File: src/rtl/rww_pkg.sv
package rww_pkg;
  typedef enum logic [1:0] {
    OP_PROG   = 2'd0,
    OP_ERASE  = 2'd1,
    OP_SUSP   = 2'd2,
    OP_RESUME = 2'd3
  } rww_op_e;
endpackage

File: src/rtl/rww_decode.sv
// Address to bank and sector-base decode.
module rww_decode #(
  parameter int AW          = 6,
  parameter int BANK_BITS   = 2,
  parameter int SMALL_WORDS = 4,
  parameter int LARGE_WORDS = 16
) (
  input  logic [AW-1:0] addr,
  output logic          boot,
  output logic [AW-1:0] base
);
  localparam int SMALL_LG = $clog2(SMALL_WORDS);
  localparam int LARGE_LG = $clog2(LARGE_WORDS);

  always_comb begin
    boot = &addr[AW-1 -: BANK_BITS];
    if (boot) base = (addr >> SMALL_LG) << SMALL_LG;
    else      base = (addr >> LARGE_LG) << LARGE_LG;
  end
endmodule

File: src/rtl/rww_bank_ctl.sv
// State of one bank: embedded operation, erase suspend, status toggle.
module rww_bank_ctl
  import rww_pkg::*;
#(
  parameter int AW = 6,
  parameter int DW = 16
) (
  input  logic          clk,
  input  logic          rst_n,
  input  logic          sel_go,
  input  rww_op_e       op,
  input  logic [AW-1:0] haddr,
  input  logic [AW-1:0] hbase,
  input  logic [DW-1:0] wdata,
  input  logic          locked,
  input  logic          done,
  input  logic          rd_hit,
  output logic          busy_o,
  output logic          erasing_o,
  output logic          susp_o,
  output logic [AW-1:0] ebase_o,
  output logic [AW-1:0] paddr_o,
  output logic [DW-1:0] pdata_o,
  output logic          tog_o,
  output logic          commit_prog_o,
  output logic          commit_erase_o,
  output logic          reject_o
);
  logic ok_prog, ok_erase;

  always_comb begin
    ok_prog  = !busy_o && !locked && !(susp_o && hbase == ebase_o);
    ok_erase = !busy_o && !susp_o && !locked;
    reject_o = sel_go && ((op == OP_PROG && !ok_prog) || (op == OP_ERASE && !ok_erase));
    commit_prog_o  = done && busy_o && !erasing_o;
    commit_erase_o = done && busy_o &&  erasing_o;
  end

  always_ff @(posedge clk or negedge rst_n) begin
    if (!rst_n) begin
      busy_o    <= 1'b0;
      erasing_o <= 1'b0;
      susp_o    <= 1'b0;
      ebase_o   <= '0;
      paddr_o   <= '0;
      pdata_o   <= '0;
      tog_o     <= 1'b0;
    end else begin
      if (rd_hit && busy_o) tog_o <= ~tog_o;
      if (done && busy_o) begin
        busy_o <= 1'b0;
      end else if (sel_go) begin
        unique case (op)
          OP_PROG: if (ok_prog) begin
            busy_o    <= 1'b1;
            erasing_o <= 1'b0;
            paddr_o   <= haddr;
            pdata_o   <= wdata;
          end
          OP_ERASE: if (ok_erase) begin
            busy_o    <= 1'b1;
            erasing_o <= 1'b1;
            ebase_o   <= hbase;
          end
          OP_SUSP: if (busy_o && erasing_o) begin
            busy_o <= 1'b0;
            susp_o <= 1'b1;
          end
          OP_RESUME: if (susp_o && !busy_o) begin
            busy_o    <= 1'b1;
            erasing_o <= 1'b1;
            susp_o    <= 1'b0;
          end
          default: ;
        endcase
      end
    end
  end
endmodule

File: src/rtl/rww_array.sv
// Word array with one commit port per bank; erase clears a whole sector.
module rww_array #(
  parameter int AW          = 6,
  parameter int DW          = 16,
  parameter int BANK_BITS   = 2,
  parameter int SMALL_WORDS = 4,
  parameter int LARGE_WORDS = 16
) (
  input  logic                clk,
  input  logic                rst_n,
  input  logic [AW-1:0]       raddr,
  output logic [DW-1:0]       rdata,
  input  logic [1:0]          wr_en,
  input  logic [1:0][AW-1:0]  wr_addr,
  input  logic [1:0][DW-1:0]  wr_data,
  input  logic [1:0]          er_en,
  input  logic [1:0][AW-1:0]  er_base
);
  localparam int DEPTH = 1 << AW;

  logic [DW-1:0] mem [DEPTH];
  logic          w_boot [DEPTH];
  logic [AW-1:0] w_base [DEPTH];
  logic          w_bank [DEPTH];

  for (genvar g = 0; g < DEPTH; g++) begin : g_word
    rww_decode #(
      .AW(AW), .BANK_BITS(BANK_BITS),
      .SMALL_WORDS(SMALL_WORDS), .LARGE_WORDS(LARGE_WORDS)
    ) u_dec (
      .addr (AW'(g)),
      .boot (w_boot[g]),
      .base (w_base[g])
    );
    assign w_bank[g] = ~w_boot[g];
  end

  always_ff @(posedge clk or negedge rst_n) begin
    if (!rst_n) begin
      for (int i = 0; i < DEPTH; i++) mem[i] <= '1;
    end else begin
      for (int i = 0; i < DEPTH; i++) begin
        if (er_en[w_bank[i]] && er_base[w_bank[i]] == w_base[i]) mem[i] <= '1;
        if (wr_en[w_bank[i]] && wr_addr[w_bank[i]] == AW'(i)) mem[i] <= wr_data[w_bank[i]];
      end
    end
  end

  assign rdata = mem[raddr];
endmodule

File: src/rtl/rww_ctrl.sv
// Top: two bank controllers, shared array, read steering.
module rww_ctrl
  import rww_pkg::*;
#(
  parameter int AW          = 6,
  parameter int DW          = 16,
  parameter int BANK_BITS   = 2,
  parameter int SMALL_WORDS = 4,
  parameter int LARGE_WORDS = 16
) (
  input  logic          clk,
  input  logic          rst_n,
  input  logic [AW-1:0] host_addr,
  input  logic          host_ce,
  input  logic          host_we,
  input  logic          host_oe,
  output logic [DW-1:0] rd_data,
  input  logic          cmd_go,
  input  logic [1:0]    cmd_op,
  input  logic [DW-1:0] cmd_wdata,
  input  logic [1:0]    op_done,
  input  logic          lock_boot,
  input  logic          acc_hv,
  input  logic          bypass_req,
  output logic          bypass_o,
  output logic          ready_o,
  output logic          err_o
);
  logic                hboot, hbank, rd_strobe;
  logic [AW-1:0]       hbase;
  logic [1:0]          busy, erasing, susp, tog, cprog, cerase, rej;
  logic [1:0][AW-1:0]  ebase, paddr;
  logic [1:0][DW-1:0]  pdata;
  logic [DW-1:0]       arr_rdata;

  rww_decode #(
    .AW(AW), .BANK_BITS(BANK_BITS),
    .SMALL_WORDS(SMALL_WORDS), .LARGE_WORDS(LARGE_WORDS)
  ) u_hdec (
    .addr (host_addr),
    .boot (hboot),
    .base (hbase)
  );

  assign hbank     = ~hboot;
  assign rd_strobe = host_ce & host_oe & ~host_we;

  for (genvar b = 0; b < 2; b++) begin : g_bank
    rww_bank_ctl #(.AW(AW), .DW(DW)) u_bank (
      .clk            (clk),
      .rst_n          (rst_n),
      .sel_go         (cmd_go && (hbank == 1'(b))),
      .op             (rww_op_e'(cmd_op)),
      .haddr          (host_addr),
      .hbase          (hbase),
      .wdata          (cmd_wdata),
      .locked         ((b == 0) ? (lock_boot & ~acc_hv) : 1'b0),
      .done           (op_done[b]),
      .rd_hit         (rd_strobe && (hbank == 1'(b))),
      .busy_o         (busy[b]),
      .erasing_o      (erasing[b]),
      .susp_o         (susp[b]),
      .ebase_o        (ebase[b]),
      .paddr_o        (paddr[b]),
      .pdata_o        (pdata[b]),
      .tog_o          (tog[b]),
      .commit_prog_o  (cprog[b]),
      .commit_erase_o (cerase[b]),
      .reject_o       (rej[b])
    );
  end

  rww_array #(
    .AW(AW), .DW(DW), .BANK_BITS(BANK_BITS),
    .SMALL_WORDS(SMALL_WORDS), .LARGE_WORDS(LARGE_WORDS)
  ) u_array (
    .clk     (clk),
    .rst_n   (rst_n),
    .raddr   (host_addr),
    .rdata   (arr_rdata),
    .wr_en   (cprog),
    .wr_addr (paddr),
    .wr_data (pdata),
    .er_en   (cerase),
    .er_base (ebase)
  );

  always_comb begin
    rd_data = '0;
    if (rd_strobe) begin
      if (busy[hbank]) begin
        rd_data[7] = erasing[hbank] ? 1'b0 : ~pdata[hbank][7];
        rd_data[6] = tog[hbank];
      end else if (susp[hbank] && hbase == ebase[hbank]) begin
        rd_data[7] = 1'b1;
        rd_data[6] = tog[hbank];
      end else begin
        rd_data = arr_rdata;
      end
    end
  end

  always_ff @(posedge clk or negedge rst_n) begin
    if (!rst_n)    err_o <= 1'b0;
    else if (|rej) err_o <= 1'b1;
  end

  assign ready_o  = ~|busy;
  assign bypass_o = bypass_req | acc_hv;
endmodule

File: config.mk
export PLATFORM = sky130hd
export DESIGN_NAME = rww_ctrl
export DESIGN_NICKNAME = d
export VERILOG_FILES = /design/src/rtl/rww_pkg.sv /design/src/rtl/rww_decode.sv /design/src/rtl/rww_bank_ctl.sv /design/src/rtl/rww_array.sv /design/src/rtl/rww_ctrl.sv
export SDC_FILE = /design/constraint.sdc
export NUM_CORES = 2
export LEC_CHECK = 0
export ABC_AREA = 1
export BUFFER_PORTS_ARGS = -buffer_cell sky130_fd_sc_hd__buf_2
export CORE_AREA = 2 2 302 304
export CTS_BUF_LIST = sky130_fd_sc_hd__clkbuf_4 sky130_fd_sc_hd__clkbuf_8
export CTS_CLUSTER_DIAMETER = 150
export DETAILED_ROUTE_END_ITERATION = 8
export DIE_AREA = 0 0 304 306
export PLACE_DENSITY = 0.85
export SYNTH_ARGS = -nofsm -noshare
export SYNTH_HDL_FRONTEND = slang
export SYNTH_SLANG_ARGS = --single-unit
File: constraint.sdc
create_clock -name clk -period 2.3 [get_ports clk]
set_clock_uncertainty 0.05 [all_clocks]
set_input_delay 0.46 -clock clk [delete_from_list [all_inputs] [get_ports clk]]
set_output_delay 0.46 -clock clk [all_outputs]
set_load 0.005 [all_outputs]
* Yosys cells after proc, flatten, opt, wreduce, memory -nomap -nowiden
Cells that the tools add are included. Widths: inputs -> output; s select.
Word-level totals: logic and storage cells 506, output and inout port bits 19, register bits after elaboration 1089, input port bits 35
Cells by class: muxes and demuxes 119, $lt $le $gt $ge 2, bitwise operators 13, equal/unequal tests 91, reduce and logical (&&, ||, !) cells 202
Operators by type and width (count):
- $mux 16 | 74
- $eq 6x6->1 const B | 37
- $reduce_bool 2->1 | 67
- $eq 6x5->1 const B | 17
- $logic_and 1x1->1 | 102
- $bmux 16 s6 | 1
- $eq 6x4->1 const B | 8
- $mux 8 | 4
- $mux 1 | 27
- $eq 6x3->1 const B | 4
- $mux 6 | 4
- $reduce_and 5->1 | 4
- $eq 6x6->1 | 3
- $ne 3x1->1 const B | 6
- $ne 2x1->1 const B | 8
- $reduce_and 4->1 | 4
- $logic_not 1->1 | 14
- $eq 6x2->1 const B | 2
- $logic_not 6->1 | 2
- $reduce_and 6->1 | 2
- $not 1->1 | 8
- $pmux 1 s4 | 2
- $ge 7x7->1 const B | 1
- $not 6->7 | 1
- other kinds (16) | 25

* Depth between registers and ports, before layout
depth after elaboration 11, gate-level depth with buffers 15, gate-level depth less buffers 12

* Cells and area by module
Synthesis repeated with hierarchy kept, for this count alone.
Second synthesis, totals: cell total of the unflattened synthesis 14279, area total of the unflattened synthesis 88541.2 sq um
Modules (own cells, without submodules):
- rww_array | cells each 13073, times used 1, sequential area each 26905.8 sq um, area each 81052.7 sq um
- rww_decode | cells each 11, times used 65, sequential area each 0.0 sq um, area each 56.3 sq um
- rww_bank_ctl | cells each 188, times used 2, sequential area each 800.8 sq um, area each 1640.3 sq um
- rww_ctrl | cells each 115, times used 1, sequential area each 25.0 sq um, area each 548.0 sq um

* Worst setup path before layout
No wires, ideal clock.
kind in2out, start input port host_addr[5], end output port rd_data[12], setup slack -81 ps, arrival time 1871 ps, buffers on the path 3, stages on the path 13, required time 1790 ps, cells stage by stage buf_2 nand2_1 clkbuf_1 nand3_1 nand2_1 inv_1 nor2_1 nor2_1 nand2_1 clkbuf_1 nor2_1 nand2_1 inv_1
On the way: word-level cells in the longest chain between the ends 8, elaborated cells between the ends (all ways) 17, those cells by class eq/ne: 1; mux: 13; bitwise: 1; reduce/logical: 2
Ends and longest elaborated chain:
- start, declared | line rww_ctrl.sv:13 | input logic [AW-1:0] host_addr,
- parallel branches: the longest is 6 deep, another holds $bmux 16 s6
- $mux 8 (*) | line rww_ctrl.sv:91 | if (busy[hbank]) begin
- $mux 16 (*) | line rww_ctrl.sv:90 | if (rd_strobe) begin
- end, declared | line rww_ctrl.sv:17 | output logic [DW-1:0] rd_data,
Mark *: on every way between the ends. The select of a mux whose other input is x is not followed.

* Final worst setup path
start register u_array.mem[768] (netlist name), end output port rd_data[0]
On the way: word-level cells in the longest chain between the ends 6
Ends and longest elaborated chain:
- start, declared | line rww_array.sv:21 | logic [DW-1:0] mem [DEPTH];
- start signal, assigned by index | line rww_array.sv:44 | if (wr_en[w_bank[i]] && wr_addr[w_bank[i]] == AW'(i)) mem[i] <= wr_data[w_bank[i]];
- $bmux 16 s6 | line rww_array.sv:49 | assign rdata = mem[raddr];
- $mux 16 (not written as such) (2 in series) | line rww_array.sv:49
- $mux 6 | line rww_ctrl.sv:94 | end else if (susp[hbank] && hbase == ebase[hbank]) begin
- $mux 6 | line rww_ctrl.sv:91
- $mux 16 | line rww_ctrl.sv:90
Every way passes these cells. The select of a mux whose other input is x is not followed.

==> impl_metrics.py <==
metrics = {
    "outcome": {
        "status": "finished with violations",
        "violations": "setup timing",
    },
    "die": {
        "start_util": 0.585,
        "rows": 110,
        "fp.dieW_um": 304,
        "core_area_mm2": 0.0896,
        "die_h_um": 306,
        "die_area_mm2": 0.0930,
        "io_pins": 54,
    },
    "placed_design": {
        "place_ws_ns": -0.921,
        "io_buffers": 53,
        "gp_congestion": 0.978,
        "dp_hpwl_mm": 117,
    },
    "grt": {
        "grt_pass1_wl_mm": 273,
        "grt_max_degree": 124,
        "grt_pass1_vias": 47700,
        "antenna_found_initial": 8,
        "grt_usage": 0.376,
        "grt_overflow_total": 0,
    },
    "timing": {
        "post-route-min-period_ns": 3.15,
        "rsz0062_at_grt": "yes",
        "hold_violations": 0,
        "worst_pin_slew_ns": 0.880,
        "fin_crit_sh": 1.37,
        "maxSlewHeadroom": 0.413,
        "finalMaxSlewViolations": 0,
        "max_freq_mhz": 318,
        "postLayoutSetupSlackWorst_ns": -0.848,
        "setup_viol": 16,
    },
    "layout": {
        "final_common_cell": "dfstp_2",
        "final_nets": 6309,
        "fillers": 6055,
        "area_delta_synth_final_pct": 19.7,
        "drive_gt1_frac": 0.357,
        "final_cell_mix": "dfstp_2 (1024), a21oi_1 (766), nand2_1 (688), inv_1 (577), nand3_1 (476)",
    },
    "clocking": {
        "root_buffer": "clkbuf_8",
        "numCtsBuffers": 174,
        "cts_buffer_depth": 3,
        "cts_tree": "done",
        "insertion_delay_ns": 0.88,
        "cts_sinks": 1085,
        "clk_pin_slew_ns": 0.06,
        "htree_levels": 4,
    },
    "setup_path": {
        "critPathMostFrequentCell": "nand2_1",
        "crit_type": "register to output port",
        "end_kind": "output port",
        "required_ns": 1.79,
        "cp_max_fo": 2,
        "worstSetupStartpointType": "register",
        "path_cells": "nand2_1 -> nand3_1 -> nand3_2 -> nand2_1 -> nand2_1 -> nand3_1 -> nand3_2 -> a21oi_4 -> buf_2",
        "slowest_stage": "dfstp_2",
        "critPathTopFamily": "simple AND/OR/NAND/NOR gates",
        "worst_ep_arrival_time_ns": 2.64,
        "cp_num_buf_inv": 1,
        "max_stage_delay_ns": 0.54,
    },
    "synthesis": {
        "synth_cells": 5989,
        "synth_area_mm2": 0.0524,
        "synth_cell_type_count": 39,
        "ys_seq_area_frac": 0.542,
        "synth_top_area_frac": 0.513,
        "syn_nets": 6024,
        "ys_top_cells_by_area": "dfstp_2 (51%), a21oi_1 (7.6%), nand2_1 (5.5%)",
        "yosys.area.top_type": "dfstp_2",
        "ys_seq_elements": 1085,
        "yosysWarnings": 0,
        "avgSynthCellArea_um2": 8.76,
    },
    "routing": {
        "final_antenna_net_count": 0,
        "routedWlPerCell_um": 23.5,
        "drc_errors": 0,
        "num_vias": 48900,
        "first_pass_iters": 9,
        "vias_per_cell": 6.46,
        "drt_iter0_drc": 7384,
        "wirelength_mm": 179,
    },
    "min_path": {
        "hold_class": "input pin to async pin",
    },
    "job": {
        "drv_cap": 0,
    },
    "power": {
        "ir_worst_vdd_uv": 687,
        "power_mw": 70.5,
        "power_density_mw_per_mm2": 1120,
        "leakagePower_nw": 28.5,
    },
}
-- through the flow --
step	utilization	cell area [µm²]	hold WS (ns)	instances	TNS, ns
final	0.701	62800	0.0501	7581	-12.40
after global routing	0.701	62800	0.0521	7580	-13.74
after CTS	0.693	62100	0.00434	7578	-12.60
after detailed placement	0.644	57700	0.322	7245	-33.04
after global placement	0.644	57700	0.320	7245	-26.24
after floorplan	-	52400	0.114	5989	0
-- layer usage --
layer	share of wire	routed length (µm)	global-route usage
met1	0.37	66100	0.493
met2	0.44	78300	0.554
met5	0.00059	106	0
met3	0.13	23800	0.115
met4	0.057	10200	0.220
-- layout make-up --
type	count	area, µm²	share of cell area
multi-input combinational	3754	20500	0.327
tap	1176	1470	0.0234
timing repair buffer	615	6300	0.100
clock inverter	18	160	0.00255
sequential	1085	28400	0.453
clock buffer	287	3460	0.0551
antenna	2	5.00	0.0000797
inverter	644	2440	0.0389
-- flip-flops by register name, indices dropped and copies added (netlist names) --
signal,count
u_array.mem,1024
g_bank.u_bank.pdata_o,32
g_bank.u_bank.paddr_o,12
g_bank.u_bank.tog_o,2
g_bank.u_bank.busy_o,2
err_o,1
g_bank.u_bank.erasing_o,2
g_bank.u_bank.susp_o,2
g_bank.u_bank.ebase_o,8
-- report_power, final --
group	internal, mW	switching [mW]
logic	7.26	12.9
clock network	9.58	7.87
registers	29.0	3.93
-- synth_stat cells (all sizes together) --
cell        n
a21oi     792
a22oi     377
buf       270
clkbuf    236
clkinv     18
dfrtp      61
dfstp    1024
inv       626
nand2     774
nand3     564
nand4       8
nor2      403
nor3      350
nor4        7
o2111ai     1
o211ai    162
o21ai     219
o22a       87
o22ai       2
o311ai      1
or2         4
xnor2       1
xor2        2
-- logic make-up (layout without fill, tap and decap cells) --
| group | after synthesis | after routing | share of synthesized area |
|---|---|---|---|
| AND/OR/NAND/NOR | 2110 | 2110 | 0.179 |
| AO/OA/AOI/OAI | 1641 | 1641 | 0.190 |
| buffers and inverters | 1150 | 1564 | 0.0886 |
| flip-flops | 1085 | 1085 | 0.542 |
| XOR/XNOR | 3 | 3 | 0.000501 |
| other | 0 | 2 | 0 |
-- timing repair --
item	CTS	global route
endpoints found under the setup margin	103	71
hold buffers	23	0
gates cloned	1	0
buffers inserted	8	2
resized for setup	186	210
endpoints found under the hold margin	201	0
pin swaps	76	111
-- worst paths after layout --
path | from | to | slack [ns] | cells after the start
min in group clk | host_addr[4] | g_bank[1].u_bank.ebase_o[4] | 0.05 | 4
setup reg to reg | g_bank[1].u_bank.ebase_o[5] | u_array.mem[856] | 0.02 | 9
hold reg to reg | u_array.mem[237] | u_array.mem[237] | 0.43 | 2
max in group asynchronous | rst_n | u_array.mem[1007] | 1.12 | 4
hold / removal | rst_n | g_bank[1].u_bank.pdata_o[1] | 0.05 | 2
setup / recovery | u_array.mem[768] | rd_data[0] | -0.85 | 9
Note: power is estimated with default switching activity, not from simulation.
